[config.mk]
export PLATFORM = sky130hd
export DESIGN_NAME = spi_byte_host
export DESIGN_NICKNAME = d
export VERILOG_FILES = /design/src/rtl/spi_byte_pkg.sv /design/src/rtl/spi_half_tick.sv /design/src/rtl/spi_shift_engine.sv /design/src/rtl/spi_rx_fifo.sv /design/src/rtl/spi_byte_host.sv
export SDC_FILE = /design/constraint.sdc
export NUM_CORES = 1
export LEC_CHECK = 0
export BUFFER_PORTS_ARGS = -buffer_cell sky130_fd_sc_hd__buf_4
export CAP_MARGIN = 10
export CORE_MARGIN = 10
export CORE_UTILIZATION = 40
export DETAILED_ROUTE_END_ITERATION = 6
export GPL_TIMING_DRIVEN = 1
export HOLD_SLACK_MARGIN = 0.06
export SYNTH_ARGS = -nofsm -noshare
export SYNTH_HDL_FRONTEND = slang
export SYNTH_HIERARCHICAL = 1
export SYNTH_SLANG_ARGS = --single-unit
[constraint.sdc]
create_clock -name clk -period 4 [get_ports clk]
set_clock_uncertainty 0.1 [all_clocks]
set_input_delay 1 -clock clk [delete_from_list [all_inputs] [get_ports clk]]
set_output_delay 1 -clock clk [all_outputs]
set_load 0.1 [all_outputs]
[src/rtl/spi_byte_pkg.sv]
package spi_byte_pkg;
    localparam int BYTE_W  = 8;
    localparam int MAX_EXP = 12;

    typedef logic [2:0] reg_addr_t;
    localparam reg_addr_t ADDR_CTRL  = 3'd0;
    localparam reg_addr_t ADDR_STAT  = 3'd1;
    localparam reg_addr_t ADDR_DATA  = 3'd2;
    localparam reg_addr_t ADDR_EXT   = 3'd3;
    localparam reg_addr_t ADDR_CS    = 3'd4;
    localparam reg_addr_t ADDR_PARAM = 3'd5;

    typedef struct packed {
        logic       en;
        logic [2:0] spare;
        logic       cpol;
        logic       cpha;
        logic [1:0] div_lo;
    } ctrl_t;

    // Divide exponent (divisor = 2**exp) for a four-bit prescaler code.
    function automatic logic [3:0] presc_exp(input logic [3:0] code);
        logic [3:0] e;
        case (code)
            4'd0:    e = 4'd1;
            4'd1:    e = 4'd2;
            4'd4:    e = 4'd3;
            4'd2:    e = 4'd4;
            4'd3:    e = 4'd5;
            default: e = (code >= 4'd11) ? 4'(MAX_EXP) : code + 4'd1;
        endcase
        return e;
    endfunction
endpackage

[src/rtl/spi_half_tick.sv]
module spi_half_tick #(
    parameter int MAX_EXP = 12
) (
    input  logic       clk,
    input  logic       rst,
    input  logic       run,
    input  logic [3:0] exp_i,
    output logic       tick
);
    localparam int CNT_W = MAX_EXP;

    logic [CNT_W-1:0] cnt_q;
    logic [CNT_W-1:0] half_m1;

    always_comb begin
        half_m1 = (CNT_W'(1) << (exp_i - 4'd1)) - CNT_W'(1);
        tick    = run && (cnt_q == '0);
    end

    always_ff @(posedge clk) begin
        if (rst || !run) cnt_q <= half_m1;
        else if (tick)   cnt_q <= half_m1;
        else             cnt_q <= cnt_q - CNT_W'(1);
    end
endmodule

[src/rtl/spi_shift_engine.sv]
module spi_shift_engine #(
    parameter int W = 8
) (
    input  logic         clk,
    input  logic         rst,
    input  logic         enable,
    input  logic         start,
    input  logic [W-1:0] tx_byte,
    input  logic         cpol,
    input  logic         cpha,
    input  logic         tick,
    input  logic         miso,
    output logic         busy,
    output logic         sclk,
    output logic         mosi,
    output logic         done,
    output logic [W-1:0] rx_byte
);
    localparam int EDGES = 2 * W;
    localparam int EW    = $clog2(EDGES);

    logic         busy_q, phase_q;
    logic [EW-1:0] edge_q;
    logic [W-1:0] tx_sr, rx_sr, rx_next;
    logic         sample_now, shift_now;

    always_comb begin
        sample_now = tick && (edge_q[0] == cpha);
        shift_now  = tick && (edge_q[0] != cpha) && (edge_q != '0)
                     && (edge_q != EW'(EDGES - 1));
        done       = busy_q && tick && (edge_q == EW'(EDGES - 1));
        rx_next    = sample_now ? {rx_sr[W-2:0], miso} : rx_sr;
    end

    always_ff @(posedge clk) begin
        if (rst || !enable) begin
            busy_q  <= 1'b0;
            phase_q <= 1'b0;
            edge_q  <= '0;
            tx_sr   <= '0;
            rx_sr   <= '0;
        end else if (!busy_q) begin
            if (start) begin
                busy_q  <= 1'b1;
                phase_q <= 1'b0;
                edge_q  <= '0;
                tx_sr   <= tx_byte;
                rx_sr   <= '0;
            end
        end else if (tick) begin
            phase_q <= ~phase_q;
            edge_q  <= edge_q + EW'(1);
            rx_sr   <= rx_next;
            if (shift_now) tx_sr <= {tx_sr[W-2:0], 1'b0};
            if (done)      busy_q <= 1'b0;
        end
    end

    assign busy    = busy_q;
    assign sclk    = cpol ^ phase_q;
    assign mosi    = tx_sr[W-1];
    assign rx_byte = rx_next;

    assert_sclk_idle_R7: assert property (@(posedge clk) disable iff (rst)
        !busy_q |-> (sclk == cpol));
    assert_disable_idles_R6: assert property (@(posedge clk) disable iff (rst)
        !enable |=> !busy_q);
endmodule

[src/rtl/spi_rx_fifo.sv]
module spi_rx_fifo #(
    parameter int W     = 8,
    parameter int DEPTH = 4
) (
    input  logic         clk,
    input  logic         rst,
    input  logic         push,
    input  logic [W-1:0] din,
    input  logic         pop,
    output logic [W-1:0] dout,
    output logic         empty,
    output logic         full
);
    localparam int AW = (DEPTH > 1) ? $clog2(DEPTH) : 1;
    localparam int CW = $clog2(DEPTH + 1);

    logic [W-1:0]  mem [DEPTH];
    logic [AW-1:0] wr_ptr, rd_ptr;
    logic [CW-1:0] count;
    logic          push_ok, pop_ok;

    function automatic logic [AW-1:0] nxt(input logic [AW-1:0] p);
        return (p == AW'(DEPTH - 1)) ? '0 : p + AW'(1);
    endfunction

    always_comb begin
        empty   = (count == '0);
        full    = (count == CW'(DEPTH));
        push_ok = push && !full;
        pop_ok  = pop && !empty;
        dout    = mem[rd_ptr];
    end

    always_ff @(posedge clk) begin
        if (rst) begin
            wr_ptr <= '0;
            rd_ptr <= '0;
            count  <= '0;
        end else begin
            if (push_ok) begin
                mem[wr_ptr] <= din;
                wr_ptr      <= nxt(wr_ptr);
            end
            if (pop_ok) rd_ptr <= nxt(rd_ptr);
            if (push_ok && !pop_ok)      count <= count + CW'(1);
            else if (pop_ok && !push_ok) count <= count - CW'(1);
        end
    end

    assert_no_overflow_R9: assert property (@(posedge clk) disable iff (rst)
        count <= CW'(DEPTH));
    assert_push_fills_R3: assert property (@(posedge clk) disable iff (rst)
        push |=> !empty);
endmodule

[src/rtl/spi_byte_host.sv]
module spi_byte_host
    import spi_byte_pkg::*;
#(
    parameter int NUM_CS   = 4,
    parameter int RX_DEPTH = 4
) (
    input  logic              clk,
    input  logic              rst,
    input  logic [2:0]        bus_addr,
    input  logic              bus_wr,
    input  logic              bus_rd,
    input  logic [7:0]        bus_wdata,
    output logic [7:0]        bus_rdata,
    output logic              sclk,
    output logic              mosi,
    input  logic              miso,
    output logic [NUM_CS-1:0] cs_n,
    output logic              mem_path_en
);
    ctrl_t      ctrl_q;
    logic [1:0] ext_q;
    logic [7:0] cs_q;
    logic       mem_en_q, done_q, wcol_q;

    logic wr_ctrl, wr_stat, wr_data, wr_ext, wr_cs, wr_param, rd_data;
    logic busy, tick, eng_done, start;
    logic [3:0] div_exp;
    logic [BYTE_W-1:0] eng_rx, fifo_dout;
    logic fifo_empty, fifo_full;

    always_comb begin
        wr_ctrl  = bus_wr && (bus_addr == ADDR_CTRL);
        wr_stat  = bus_wr && (bus_addr == ADDR_STAT);
        wr_data  = bus_wr && (bus_addr == ADDR_DATA);
        wr_ext   = bus_wr && (bus_addr == ADDR_EXT);
        wr_cs    = bus_wr && (bus_addr == ADDR_CS);
        wr_param = bus_wr && (bus_addr == ADDR_PARAM);
        rd_data  = bus_rd && (bus_addr == ADDR_DATA);
        start    = wr_data && ctrl_q.en && !busy;
        div_exp  = presc_exp({ext_q, ctrl_q.div_lo});
    end

    always_ff @(posedge clk) begin
        if (rst) begin
            ctrl_q   <= '0;
            ext_q    <= '0;
            cs_q     <= '0;
            mem_en_q <= 1'b1;
            done_q   <= 1'b0;
            wcol_q   <= 1'b0;
        end else begin
            if (wr_ctrl) begin
                ctrl_q       <= ctrl_t'(bus_wdata);
                ctrl_q.spare <= '0;
            end
            if (wr_ext)   ext_q    <= bus_wdata[1:0];
            if (wr_cs)    cs_q     <= bus_wdata;
            if (wr_param) mem_en_q <= bus_wdata[0];
            if (eng_done)                     done_q <= 1'b1;
            else if (wr_stat && bus_wdata[7]) done_q <= 1'b0;
            if (wr_data && ctrl_q.en && busy) wcol_q <= 1'b1;
            else if (wr_stat && bus_wdata[6]) wcol_q <= 1'b0;
        end
    end

    spi_half_tick #(.MAX_EXP(MAX_EXP)) u_tick (
        .clk(clk), .rst(rst), .run(busy), .exp_i(div_exp), .tick(tick)
    );

    spi_shift_engine #(.W(BYTE_W)) u_eng (
        .clk(clk), .rst(rst), .enable(ctrl_q.en), .start(start),
        .tx_byte(bus_wdata), .cpol(ctrl_q.cpol), .cpha(ctrl_q.cpha),
        .tick(tick), .miso(miso), .busy(busy), .sclk(sclk), .mosi(mosi),
        .done(eng_done), .rx_byte(eng_rx)
    );

    spi_rx_fifo #(.W(BYTE_W), .DEPTH(RX_DEPTH)) u_fifo (
        .clk(clk), .rst(rst), .push(eng_done), .din(eng_rx), .pop(rd_data),
        .dout(fifo_dout), .empty(fifo_empty), .full(fifo_full)
    );

    for (genvar n = 0; n < NUM_CS; n++) begin : g_cs
        assign cs_n[n] = cs_q[n] ? cs_q[4+n] : 1'b1;
    end

    assign mem_path_en = mem_en_q;

    always_comb begin
        case (bus_addr)
            ADDR_CTRL:  bus_rdata = ctrl_q;
            ADDR_STAT:  bus_rdata = {done_q, wcol_q, 2'b00, fifo_full, busy, 1'b0, fifo_empty};
            ADDR_DATA:  bus_rdata = fifo_dout;
            ADDR_EXT:   bus_rdata = {6'b0, ext_q};
            ADDR_CS:    bus_rdata = cs_q;
            ADDR_PARAM: bus_rdata = {7'b0, mem_en_q};
            default:    bus_rdata = '0;
        endcase
    end

    assert_wcol_set_R5: assert property (@(posedge clk) disable iff (rst)
        (wr_data && ctrl_q.en && busy) |=> wcol_q);
    assert_done_clear_R4: assert property (@(posedge clk) disable iff (rst)
        (wr_stat && bus_wdata[7] && !eng_done) |=> !done_q);
    assert_cs_stable_R10: assert property (@(posedge clk) disable iff (rst)
        !wr_cs |=> $stable(cs_n));
endmodule

**Yosys cells after proc, flatten, opt, wreduce, memory -nomap -nowiden**

Memories as Yosys holds them, arrays and structs flattened. A register that Yosys moved wholly into a read port is not among the register bits.
Cells that the tools add are included.

- Flip-flop bits (word level): 59
- Memory bits (writable): 32
- Input bits: 16
- Output and inout bits: 15
- Word-level logic and storage cells: 132
- Memories: 1

Memory list:

| name | words | bits a word | rd ports | clocked after memory_dff | wr ports | RTL line | RTL |
|---|---|---|---|---|---|---|---|
| u_fifo.mem | 4 | 8 | 1 | 1 | 1 | spi_rx_fifo.sv:17 | `logic [W-1:0] mem [DEPTH];` |

- Add/sub/neg operators: 9
- Order comparisons: 1
- Equal/unequal tests: 18
- Shifts and indexed selects: 1
- Multiplexer cells: 40
- Bitwise logic cells: 2
- Reductions and logical operators: 42

Operator list:

| kind | count |
|---|---|
| $mux 8 | 8 |
| $pmux 8 s6 | 1 |
| $mux 12 | 2 |
| $logic_and 1x1->1 | 23 |
| $pmux 4 s5 | 1 |
| $mux 1 | 18 |
| $mux 4 | 4 |
| $logic_not 12->1 | 1 |
| $shl 1x4->12 const A | 1 |
| $sub 12x1->12 const B | 1 |
| $sub 12x2->12 const B | 1 |
| $eq 3x3->1 const B | 3 |
| $add 4x1->4 const B | 2 |
| $eq 4x2->1 const B | 2 |
| $mux 2 | 4 |
| $reduce_bool 2->1 | 4 |
| $eq 3x2->1 const B | 2 |
| $logic_not 1->1 | 6 |
| $logic_not 3->1 | 2 |
| $mux 3 | 2 |
| $add 2x1->2 const B | 2 |
| $eq 2x2->1 const B | 2 |
| $eq 4x1->1 const B | 1 |
| $eq 4x3->1 const B | 1 |
| other kinds (18) | 19 |

**Longest topological paths before layout**

- Word-level depth: 9
- Mapped depth: 16
- Mapped depth without buffers: 15

**Hierarchy**

Netlist, hierarchy kept.

By module, submodules not included:

| module | times used | cells each | area each (um^2) | seq. area each (um^2) |
|---|---|---|---|---|
| spi_rx_fifo | 1 | 92 | 1639.1 | 1141.1 |
| spi_byte_host | 1 | 140 | 1202.4 | 360.3 |
| spi_shift_engine | 1 | 133 | 1196.1 | 440.4 |
| spi_half_tick | 1 | 109 | 898.4 | 240.2 |

**Worst setup path before layout**

OpenSTA, ideal clock, no wires.

- Kind: input -> output
- From: in bus_addr[0]
- To: out bus_rdata[0]
- Arrival time: 3.654 ns
- Required time: 2.900 ns
- Path slack: -0.754 ns
- Cell stages on the path: 3
- Path buffers: 2
- Cells stage by stage: buf_4 -> buf_2 -> o311ai_1

- Word-level cells in the longest chain between the ends: 2
- Elaborated cells between the ends (all ways): 7
- Those cells by class: eq/ne: 5; mux: 1; reduce/logical: 1

RTL lines:

| element | RTL line | RTL |
|---|---|---|
| start, declared | spi_byte_host.sv:9 | `input logic [2:0] bus_addr,` |
| $eq 3x3->1 (tied with other cells) | spi_byte_host.sv:89 | `case (bus_addr)` |
| $pmux 8 s6 (*) | spi_byte_host.sv:89 |  |
| end, declared | spi_byte_host.sv:13 | `output logic [7:0] bus_rdata,` |

Every way passes the cells marked *; elsewhere a longest branch is shown, timed or not.

==> results.md <==
* Status: completed
* Total GRT Usage at between 10% and 20%
* Slew margin rel. at between 50% and 60%
* Largest net degree at the start of global routing at 36
* Starting Density at 40.9%
* Proportion of synthesized area in mux cells at approximately 14%
* Syn nets at between 500 and 600
* Critical path startpoint category: register
* DR vias at about 3500
* Hold_buf cts at 0
* First-pass GRT wire length at about 18000 um
* Core Box Area at between 10000 and 15000 um^2
* Synth cell types at 69
* # diodes at 0
* Power consumption at 2.00 mW
* R2r worst-path depth at 16
* Pwr dens at ~360 nW/um^2
* Synth Area in XOR/XNOR at under 10%
* Leakage at 2.11 nW
* Average size of a mapped cell at 10.4 um^2
* Tightest Pin Transition at between 600 and 700 ps
* #FFs+latches synth at 93
* Synth Instances at about 470
* HP Class: reg2reg
* Synth Area in Simple Gates at a little under a fifth
* DP Cell Count at between 600 and 700
* Register area share after synthesis at 44.2%
* Final hold vios at 0
* HPWL Detailed at around 7700 um
* Final nets at roughly 530
* Final Setup Violations at 0
* Setup bufs post-CTS at 0
* Synth Area in Compound Gates at a little under an eighth
* Hold slack at ~360 ps
* Routability Congestion at 0.793
* H-tree Lvls at 3
* Vias in the first global route at 3411
* Post-CTS Resized at 0
* Setup total negative slack at 0 ps
* I/O pin total at 31
* Layout cell share with drive strength beyond 1 at between 10% and 20%
* Drt drc at 0
* Initial DRC count at roughly 250
* Routed WL per cell at 15.9 um
* Max-slew violation count at 0
* Crit share post-route at 83.8%
* Gr ovfl total at 0
* Largest family of logic cells by synthesized area: simple AND/OR/NAND/NOR gates
* Ys async rst share at 0%
* Clk_lat worst skew at 350 ps
* VDD IR max at 247 uV
* Max Cap Viol at 0
* CTS Sinks at 93
* Post-synth EDFFs at 32
* Critical path required time at 2900 ps
* Critical path type: reg2out
* Port bufs at 30
* Synth Cell Area at 4940 um^2
* Die width at between 100 and 150 um
* Clock buffer depth at 2
* RSZ-0062 raised after global routing: no
* Warnings from Yosys at 6
* CTS Buf Count at 9
* Max Fclk at just under 0.3 GHz
* Clock root cell: clkbuf_16
* Die Area at ~17000 um^2
* WHS Path Cells at 2
* Total Wirelength at ~11000 um
* Vias per cell at around 5.3
* Antenna violations before repair at 0
* First-pass iteration count of the detailed router at 4
* Area Overhead vs Synth at 13.4%
* Final min period at between 3000 and 4000 ps
* Top FF cell, synth: dfxtp_1
* Synth Area in Adders at 3.95%
* CTS tree: yes
* Final non-filler cell total at approximately 670
* Die Ht at about 130 um
* Antenna viol nets, final at 0
* Critical path peak fanout at 8
* CP Capture Type: output pin
* CP arrival at ~2300 ps
* Clk slew on worst S/H paths at approximately 70 ps
* Row count at 40
==> metal layers <==
layer  global-route usage, %  part of all wire (%)  vias up
met1                    18.4                    50     1681
met3                    2.94                   4.0       11
li1                        -                     -     1773
met2                    19.4                    45       45
met4                    5.82                   1.7        0
met5                       0                     0        -
==> path summary, 6_finish.rpt <==
path	to	slack [ps]	start
worst max-delay path	bus_rdata[1]	650	register
worst min-delay path	u_eng/tx_sr[5]	360	u_eng/tx_sr[5]
worst max register to register	u_fifo/count[2]	700	u_tick/cnt_q[0]
worst min register to register	u_eng/tx_sr[5]	360	u_eng/tx_sr[5]
==> cell families (layout without fill, tap and decap cells) <==
| family | Yosys count | after routing |
|---|---|---|
| simple gates | 157 | 157 |
| fa+ha+maj | 15 | 15 |
| flops | 93 | 93 |
| xor+xnor | 16 | 16 |
| compound gates | 85 | 85 |
| mux | 58 | 58 |
| buf+inv | 50 | 76 |
==> layout by cell type (no fill, tap or decap), drive strengths merged, types with 8 or more instances in the layout <==
cell type,netlist,final
a21oi,29,29
buf,17,43
clkbuf,15,10
dfxtp,61,61
edfxtp,32,32
ha,14,14
inv,18,19
mux2,15,15
mux2i,35,35
mux4,8,8
nand2,33,33
nand2b,11,11
nand3,15,15
nor2,42,42
nor3,12,12
nor3b,9,9
o211ai,8,8
o21ai,12,12
xor2,12,12
==> sequential cells by signal (all words and copies together), names as in the netlist, named ones only <==
name / flops
u_fifo/wr_ptr: 2
ext_q: 2
u_eng/rx_sr: 8
u_eng/tx_sr: 8
mem_path_en: 1
u_tick/cnt_q: 12
u_fifo/count: 3
u_eng/phase_q: 1
u_fifo/rd_ptr: 2
ctrl_q: 5
u_eng/edge_q: 4
u_eng/busy: 1
done_q: 1
wcol_q: 1
cs_q: 8
u_fifo/mem: 32
==> through the flow <==
step           instance area (um^2)  utilization [%]  setup WS (ps)
3_3_place_gp                   5330             44.2            789
3_5_place_dp                   5330             44.2            678
5_1_grt                        5600             46.4            341
4_1_cts                        5600             46.4            600
2_1_floorplan                  4950                -           10.7
6_report                       5600             46.4            649
==> power by group <==
group	leakage (nW)	internal, mW	switching, mW	total, mW
Combinational	1.13	0.0907	0.126	0.217
Clock	0.127	0.420	0.356	0.776
Sequential	0.857	0.986	0.0203	1.01
==> cell usage after synthesis, drive strengths merged, types with 14 or more instances <==
library cell,instances,area (um^2)
a21oi,29,145
edfxtp,32,961
nor2,42,158
nand3,15,75.1
mux2i,35,350
nand2,33,131
mux2,15,169
ha,14,175
clkbuf,15,56.3
buf,17,104
inv,18,67.6
dfxtp,61,1220
==> cell type report <==
class,count,area (um^2)
clock buffer,10,229
clock inverter,5,37.5
fill,1132,6460
inverter,18,67.6
multi-input combinational,331,2550
sequential,93,2180
tap,168,210
timing repair buffer,43,323
==> worst max-delay path: stages, from the launching register on <==
cell	delay, ps
dfxtp_1	680
mux4_2	660
a22oi_1	220
o22ai_2	100
buf_4	240
Note: power is estimated with default switching activity, not from simulation.
